<file path="src/rtl/dma_trig_sel.sv">
module dma_trig_sel #(
  parameter int NPER = 16,
  parameter int SELW = 5
) (
  input  logic            clk,
  input  logic            rst_n,
  input  logic [SELW-1:0] sel,
  input  logic            demand,
  input  logic            st_wr,
  input  logic            st_wdata,
  input  logic            ext_req,
  input  logic [NPER-1:0] per_req,
  input  logic            xfer_done,
  input  logic            at_gap,
  output logic            st_bit,
  output logic            busy,
  output logic            start,
  output logic            keep_going
);
  localparam logic [SELW-1:0] SEL_EXT_HI = SELW'(14);
  localparam logic [SELW-1:0] SEL_EXT_LO = SELW'(15);
  localparam int IDXW = SELW - 1;

  logic [IDXW-1:0] pidx;
  logic is_sw, is_ext, is_per, is_hw;
  logic line, act_q, edge_hit, hw_trig, start_c, end_c;
  logic [SELW-1:0] sel_q;

  assign pidx   = sel[IDXW-1:0];
  assign is_sw  = (sel == '0);
  assign is_ext = (sel == SEL_EXT_HI) || (sel == SEL_EXT_LO);
  assign is_per = sel[SELW-1] && (int'(pidx) < NPER);
  assign is_hw  = is_ext || is_per;

  always_comb begin
    line = 1'b0;
    if (is_ext)      line = ext_req ^ (sel == SEL_EXT_LO);
    else if (is_per) line = per_req[pidx];
  end

  assign edge_hit   = line && (!act_q || (sel != sel_q));
  assign hw_trig    = demand ? line : edge_hit;
  assign start_c    = !busy && (is_sw ? st_bit : (is_hw && hw_trig));
  assign keep_going = busy && (is_sw ? st_bit : (is_hw && (demand ? line : 1'b1)));
  assign end_c      = busy && (xfer_done || (at_gap && !keep_going));

  always_ff @(posedge clk or negedge rst_n) begin
    if (!rst_n) begin
      act_q  <= 1'b0;
      sel_q  <= '0;
      st_bit <= 1'b0;
      busy   <= 1'b0;
      start  <= 1'b0;
    end else begin
      act_q <= line;
      sel_q <= sel;
      start <= start_c;
      if (st_wr)              st_bit <= st_wdata;
      else if (end_c && is_sw) st_bit <= 1'b0;
      if (start_c)    busy <= 1'b1;
      else if (end_c) busy <= 1'b0;
    end
  end
endmodule

</file>
<file path="config.mk">
export PLATFORM = sky130hd
export DESIGN_NAME = dma_trig_sel
export DESIGN_NICKNAME = d
export VERILOG_FILES = /design/src/rtl/dma_trig_sel.sv
export SDC_FILE = /design/constraint.sdc
export NUM_CORES = 1
export LEC_CHECK = 0
export BUFFER_PORTS_ARGS = -buffer_cell sky130_fd_sc_hd__buf_2
export CAP_MARGIN = 20
export CORE_MARGIN = 4
export CORE_UTILIZATION = 40
export CTS_CLUSTER_DIAMETER = 120
export DETAILED_ROUTE_END_ITERATION = 10
export GPL_TIMING_DRIVEN = 0
export PLACE_DENSITY_LB_ADDON = 0.15
export SKIP_LAST_GASP = 1
export SLEW_MARGIN = 15
export SYNTH_ARGS = -nofsm -noshare
export SYNTH_HDL_FRONTEND = slang
export SYNTH_SLANG_ARGS = --single-unit
</file>
<file path="constraint.sdc">
create_clock -name clk -period 2.9 [get_ports clk]
set_input_delay 0.145 -clock clk [delete_from_list [all_inputs] [get_ports clk]]
set_output_delay 0.145 -clock clk [all_outputs]
set_load 0.01 [all_outputs]
</file>
==> results.yml, run 1 <==
cts:
  clk_latency_ns: 0.26
  h-tree-depth: 1
  clk_pin_slew_ns: 0.06
  tritoncts: "yes"
  clockBufferDepth: 2
  cts_sinks: 9
  cts_buffers: 3
  postCtsResizedCells: 0
  clockRootBuffer: "clkbuf_4"
power:
  combPwrFrac: 0.320
  internal_power_uw: 253
  seqPwrFrac: 0.414
  switching_share: 0.312
  power.share.clock: 0.266
  net-switching-power_uw: 115
  vdd_drop_max_v: 0.000152
  p_leak_uw: 0.000417
  pwr_density_cell_nw_per_um2: 435
grt:
  grt_pass1_wl_um: 2240
  grt_use_total: 0.144
  overflow: 0
  antenna_found_initial: 0
  grt_pass1_vias: 598
  grt_max_degree: 11
logic_synthesis:
  synthDistinctLibCells: 29
  ys.warnings.count: 0
  synthTopCellsByArea: "dfrtp_1 36%, mux2i_1 9.7%, xor2_1 7.1%, a311oi_2 4.8%, mux2_2 3.6%"
  synthArstFlopShare: 1.00
  ys_seq_elements: 9
  synth-seq-area-share: 0.364
  synth_ff_type: "dfrtp_1"
  synth_top_area_cell: "dfrtp_1"
  netlist_top_cells_count: "9 x dfrtp_1, 6 x mux2i_1, 5 x xor2_1"
  synth_top_area_frac: 0.364
  synth-edff-count: 0
  synth_cells: 61
  syn_area_sq_um: 619
  yosysMostFrequentCell: "dfrtp_1"
  avgSynthCellArea_sq_um: 10.2
  syn_nets: 90
critical_path:
  critical_path_arrival_ns: 2.07
  path_class: "input pin to output port"
  cp.required_ns: 2.76
  end_kind: "output port"
  r2r_cells: 5
  startpoint_type: "input pin"
  crit_fanout: 8
  r2r_start: "sel_q[3]"
  reg2reg_to: "busy"
  ff2ff_setup_slack_ns: 1.54
timing:
  fmax_ghz: 0.452
  hold_viol_final: 0
  period_needed_ns: 2.21
  slew_viol_final: 0
  worstMarginPinSlew_ns: 0.348
  min_period_over_period: 0.762
  rsz0062_at_grt: "false"
  setup_violations: 0
  fin_skew_ns: 0.00363
  slew_headroom: 0.766
  whs_ns: 0.0337
  final.setup.tns_ns: 0
finish:
  multi_input_area_sq_um: 363
  syn_to_final_growth_pct: 36.4
  diodes: 0
  fin_nets: 129
  drive_gt1_frac: 0.434
  n_fill_cell: 134
  regArea_sq_um: 225
routing:
  vias: 606
  wl_met2_um: 709
  wirelength_um: 1430
  ant_nets: 0
  wl_met3_um: 113
  top_layer_used: "met4"
  drc_errors: 0
  dr.pass1.iters: 3
  vias_per_cell: 5.32
  drt-met1-wl_um: 593
  avgRoutedWirePerCell_um: 12.6
  drtIter0Drc: 5
floorplanning:
  die-area_sq_um: 2240
  initial_utilization: 0.448
  core.rowCount: 13
  die_y_um: 47.4
  coreArea_sq_um: 1380
  ios: 33
  fp.dieW_um: 47.4
placed_design:
  gp_congestion: 0.759
  dpl.hpwl_um: 1200
  io_buffers: 32
worst_hold_path:
  hp-start: "sel[0]"
  hold_path_end: "sel_q[0]"
  hp-class: "input pin to flop"
  hold_depth: 1
job:
  drv_cap: 0
status:
  status: "finished clean"
-- area by class of cell --
cell class | instances | area share
Buffer | 2 | 0.0193
Clock buffer | 4 | 0.0311
Inverter | 4 | 0.0178
Multi-Input combinational cell | 46 | 0.430
Sequential cell | 9 | 0.267
Tap cell | 15 | 0.0222
Timing Repair Buffer | 34 | 0.213
-- layout by cell type, fill, tap and decap left out, drive strengths merged --
cell / n
nand2b: 1
xnor2: 1
dlygate4sd3: 2
xor2: 5
inv: 4
a21oi: 4
a31oi: 1
nor2: 2
and3: 1
nand3: 1
a22o: 1
a311oi: 3
o32ai: 1
o21ai: 2
a2bb2oi: 2
dfrtp: 9
mux2i: 6
a21boi: 1
nor4b: 2
nand2: 3
mux2: 2
a31o: 1
o211ai: 2
nor2b: 1
nor4: 2
buf: 34
clkbuf: 4
nor3b: 1
-- worst max-delay path by stage --
stage | slack [ns] | end | start
floorplan | 1.46 | keep_going | sel[0]
global placement | 1.17 | keep_going | sel[0]
detailed placement | 1.17 | keep_going | sel[0]
CTS | 0.67 | keep_going | sel[2]
global route | 0.52 | keep_going | sel[2]
finish | 0.69 | keep_going | sel[2]
-- per-stage QoR --
stage | setup WS [ns] | util | std cells | cell area [sq um] | power [uW]
final | 0.689 | 0.611 | 114 | 845 | 367
after global routing | 0.525 | 0.611 | 114 | 845 | 393
after CTS | 0.667 | 0.611 | 114 | 845 | 372
after detailed placement | 1.17 | 0.577 | 108 | 798 | 271
after global placement | 1.17 | 0.577 | 108 | 798 | 269
after floorplan | 1.46 | - | 61 | 619 | 222
-- cell families after synthesis --
| logic type | Yosys count | synth area share |
|---|---|---|
| compound gates | 18 | 0.228 |
| simple gates | 14 | 0.139 |
| flops | 9 | 0.364 |
| mux | 8 | 0.133 |
| xor+xnor | 6 | 0.0848 |
| buf+inv | 6 | 0.0505 |
-- worst max-delay path: stages --
cell	delay, ns
dlygate4sd3_1	0.52
buf_2	0.10
buf_2	0.19
nor2b_1	0.08
a22o_1	0.23
a311oi_2	0.27
nor2_1	0.12
a311oi_2	0.23
buf_2	0.16
-- repair_timing --
item,CTS,global route
hold buffers,2,0
hold endpoints to repair,10,0
setup buffers,0,0
endpoints found under the setup margin,0,0
-- registers in the layout, summed over array words and instances (netlist names) --
register,cells
busy,1
act_q,1
sel_q,5
st_bit,1
start,1
-- power by group through the flow --
| stage | combinational (uW) | clock [uW] | sequential [uW] |
|---|---|---|---|
| CTS | 119 | 101 | 152 |
| global route | 133 | 107 | 153 |
| detailed placement | 117 | 0 | 154 |
| global placement | 115 | 0 | 154 |
| floorplan | 64.0 | 0 | 158 |
| finish | 118 | 97.6 | 152 |
-- metal layers --
layer  vias to the layer above  GRT usage
li1                        311          -
met1                       272      0.151
met2                        21      0.241
met3                         2     0.0230
met4                         0      0.133
met5                         -          0
Note: power is estimated with default switching activity, not from simulation.
==> run 2: changes to the inputs <==
ABC_AREA = 1   (was default)
clock period = 2.2 ns   (was 2.9 ns; I/O delays follow)
==> results.yml, run 2 <==
status:
  status: "finished clean"
routing:
  dr.pass1.iters: 4
  avgRoutedWirePerCell_um: 10.4
  drc_errors: 0
  drtIter0Drc: 9
  wirelength_um: 1630
  vias_per_cell: 4.75
  vias: 745
  ant_nets: 0
grt:
  antenna_found_initial: 0
  overflow: 0
  grt_pass1_wl_um: 2870
  grt_pass1_vias: 709
  grt_use_total: 0.155
  grt_max_degree: 11
critical_path:
  path_class: "input pin to output port"
  end_kind: "output port"
  ff2ff_setup_slack_ns: 0.89
  crit_fanout: 10
  startpoint_type: "input pin"
  cp.required_ns: 2.09
  critical_path_arrival_ns: 1.79
cts:
  h-tree-depth: 1
  clk_latency_ns: 0.26
  cts_buffers: 3
  clockBufferDepth: 2
  clockRootBuffer: "clkbuf_4"
  cts_sinks: 9
  clk_pin_slew_ns: 0.06
  postCtsResizedCells: 0
  tritoncts: "yes"
logic_synthesis:
  yosysMostFrequentCell: "nand2_1"
  synth-edff-count: 0
  synthArstFlopShare: 1.00
  synth_cells: 102
  netlist_top_cells_count: "32 x nand2_1, 12 x nand3_1, 11 x inv_1"
  synth-seq-area-share: 0.342
  synth_top_area_cell: "dfrtp_1"
  avgSynthCellArea_sq_um: 6.46
  synthTopCellsByArea: "dfrtp_1 34%, nand2_1 18%, nand3_1 9.1%, inv_1 6.3%, nor2_1 5.7%"
  ys.warnings.count: 0
  synthDistinctLibCells: 23
  synth_top_area_frac: 0.342
  syn_area_sq_um: 659
  ys_seq_elements: 9
  synth_ff_type: "dfrtp_1"
  syn_nets: 131
finish:
  final_cell_mix: "32 x nand2_1, 32 x buf_2, 12 x nand3_1, 11 x inv_1, 10 x nor2_1"
  n_fill_cell: 155
  largest_reg_flops: 5
  fin_nets: 171
  top_register: "sel_q"
  drive_gt1_frac: 0.355
  syn_to_final_growth_pct: 35.9
  diodes: 0
placed_design:
  place_ws_ns: 0.710
  dpl.hpwl_um: 1320
  io_buffers: 32
  gp_congestion: 0.835
floorplanning:
  initial_utilization: 0.433
  core.rowCount: 14
  die-area_sq_um: 2360
  die_y_um: 48.6
  coreArea_sq_um: 1520
  ios: 33
  fp.dieW_um: 48.6
timing:
  period_needed_ns: 1.90
  final.setup.tns_ns: 0
  slew_viol_final: 0
  fmax_ghz: 0.526
  min_period_over_period: 0.864
  fin_skew_ns: 0.00127
  worst_slack_ns: 0.298
  setup_violations: 0
  hold_viol_final: 0
  worstMarginPinSlew_ns: 0.364
  slew_headroom: 0.751
  rsz0062_at_grt: "false"
power:
  p_leak_uw: 0.000526
  net-switching-power_uw: 128
  power.share.clock: 0.294
  internal_power_uw: 303
  combPwrFrac: 0.279
  seqPwrFrac: 0.427
  pwr_density_cell_nw_per_um2: 481
  switching_share: 0.298
  vdd_drop_max_v: 0.000383
job:
  drv_cap: 0
worst_hold_path:
  hp-class: "input pin to flop"
[run 2: repair_timing]
action / 4_1_cts / 5_1_grt
hold endpoints to repair: 11 / 0
hold buffers: 3 / 0
setup buffers: 0 / 0
[run 2: final timing paths]
path                       cells past startpoint          to     start
max in group asynchronous                      2       start     rst_n
setup reg to reg                               7        busy  sel_q[2]
setup / recovery                              17  keep_going    sel[0]
hold / removal                                 1    sel_q[2]    sel[2]
hold reg to reg                                3       start      busy
min in group asynchronous                      2    sel_q[1]     rst_n
[run 2: worst max-delay path: stages]
cell and delay, ns:
dlygate4sd3_1 0.53, buf_2 0.14, inv_2 0.06, buf_6 0.13, nand2_1 0.06, nand3_1 0.08
nand2_1 0.05, inv_1 0.04, nand2_1 0.04, nand2_1 0.06, nand3_2 0.09, nand3_2 0.06
nand2_1 0.05, nand2_1 0.06, nand2_2 0.06, inv_1 0.05, buf_2 0.11
[run 2: cell type report]
class,instances,area [sq um],share of cell area
Sequential cell,9,225,0.251
Clock buffer,4,26.3,0.0293
Timing Repair Buffer,35,190,0.212
Buffer,2,18.8,0.0209
Tap cell,16,20.0,0.0223
Multi-Input combinational cell,71,340,0.380
Inverter,20,75.1,0.0838
[run 2: cells by family (layout without fill, tap and decap cells)]
logic type | after synthesis | after routing | share of synthesized area
xor gates and xnor gates | 1 | 1 | 0.0133
and+or+nand+nor | 64 | 64 | 0.446
AOI/OAI and AO/OA | 6 | 6 | 0.0569
DFF | 9 | 9 | 0.342
buffers and inverters | 22 | 61 | 0.142
[run 2: metrics by stage]
step	hold slack (ns)	instances	cell area, sq um	total power (uW)	util
after global routing	0.00852	157	896	470	0.588
after floorplan	-0.186	102	659	252	-
final	0.0313	157	896	431	0.588
after detailed placement	-0.0267	150	840	304	0.551
after CTS	0.0202	157	896	438	0.588
after global placement	-0.0304	150	840	300	0.551
[run 2: per-layer routing]
metal / track usage / vias to the layer above / share of wire
li1: - / 397 / -
met1: 0.165 / 327 / 0.42
met2: 0.265 / 17 / 0.50
met3: 0.0644 / 4 / 0.072
met4: 0.0673 / 0 / 0.014
met5: 0 / - / 0
[run 2: power by group through the flow]
stage               sequential [uW]  combinational [uW]  clock, uW
CTS                             184                 121        132
detailed placement              187                 117          0
finish                          184                 120        127
global placement                187                 114          0
floorplan                       189                63.3          0
global route                    186                 138        146
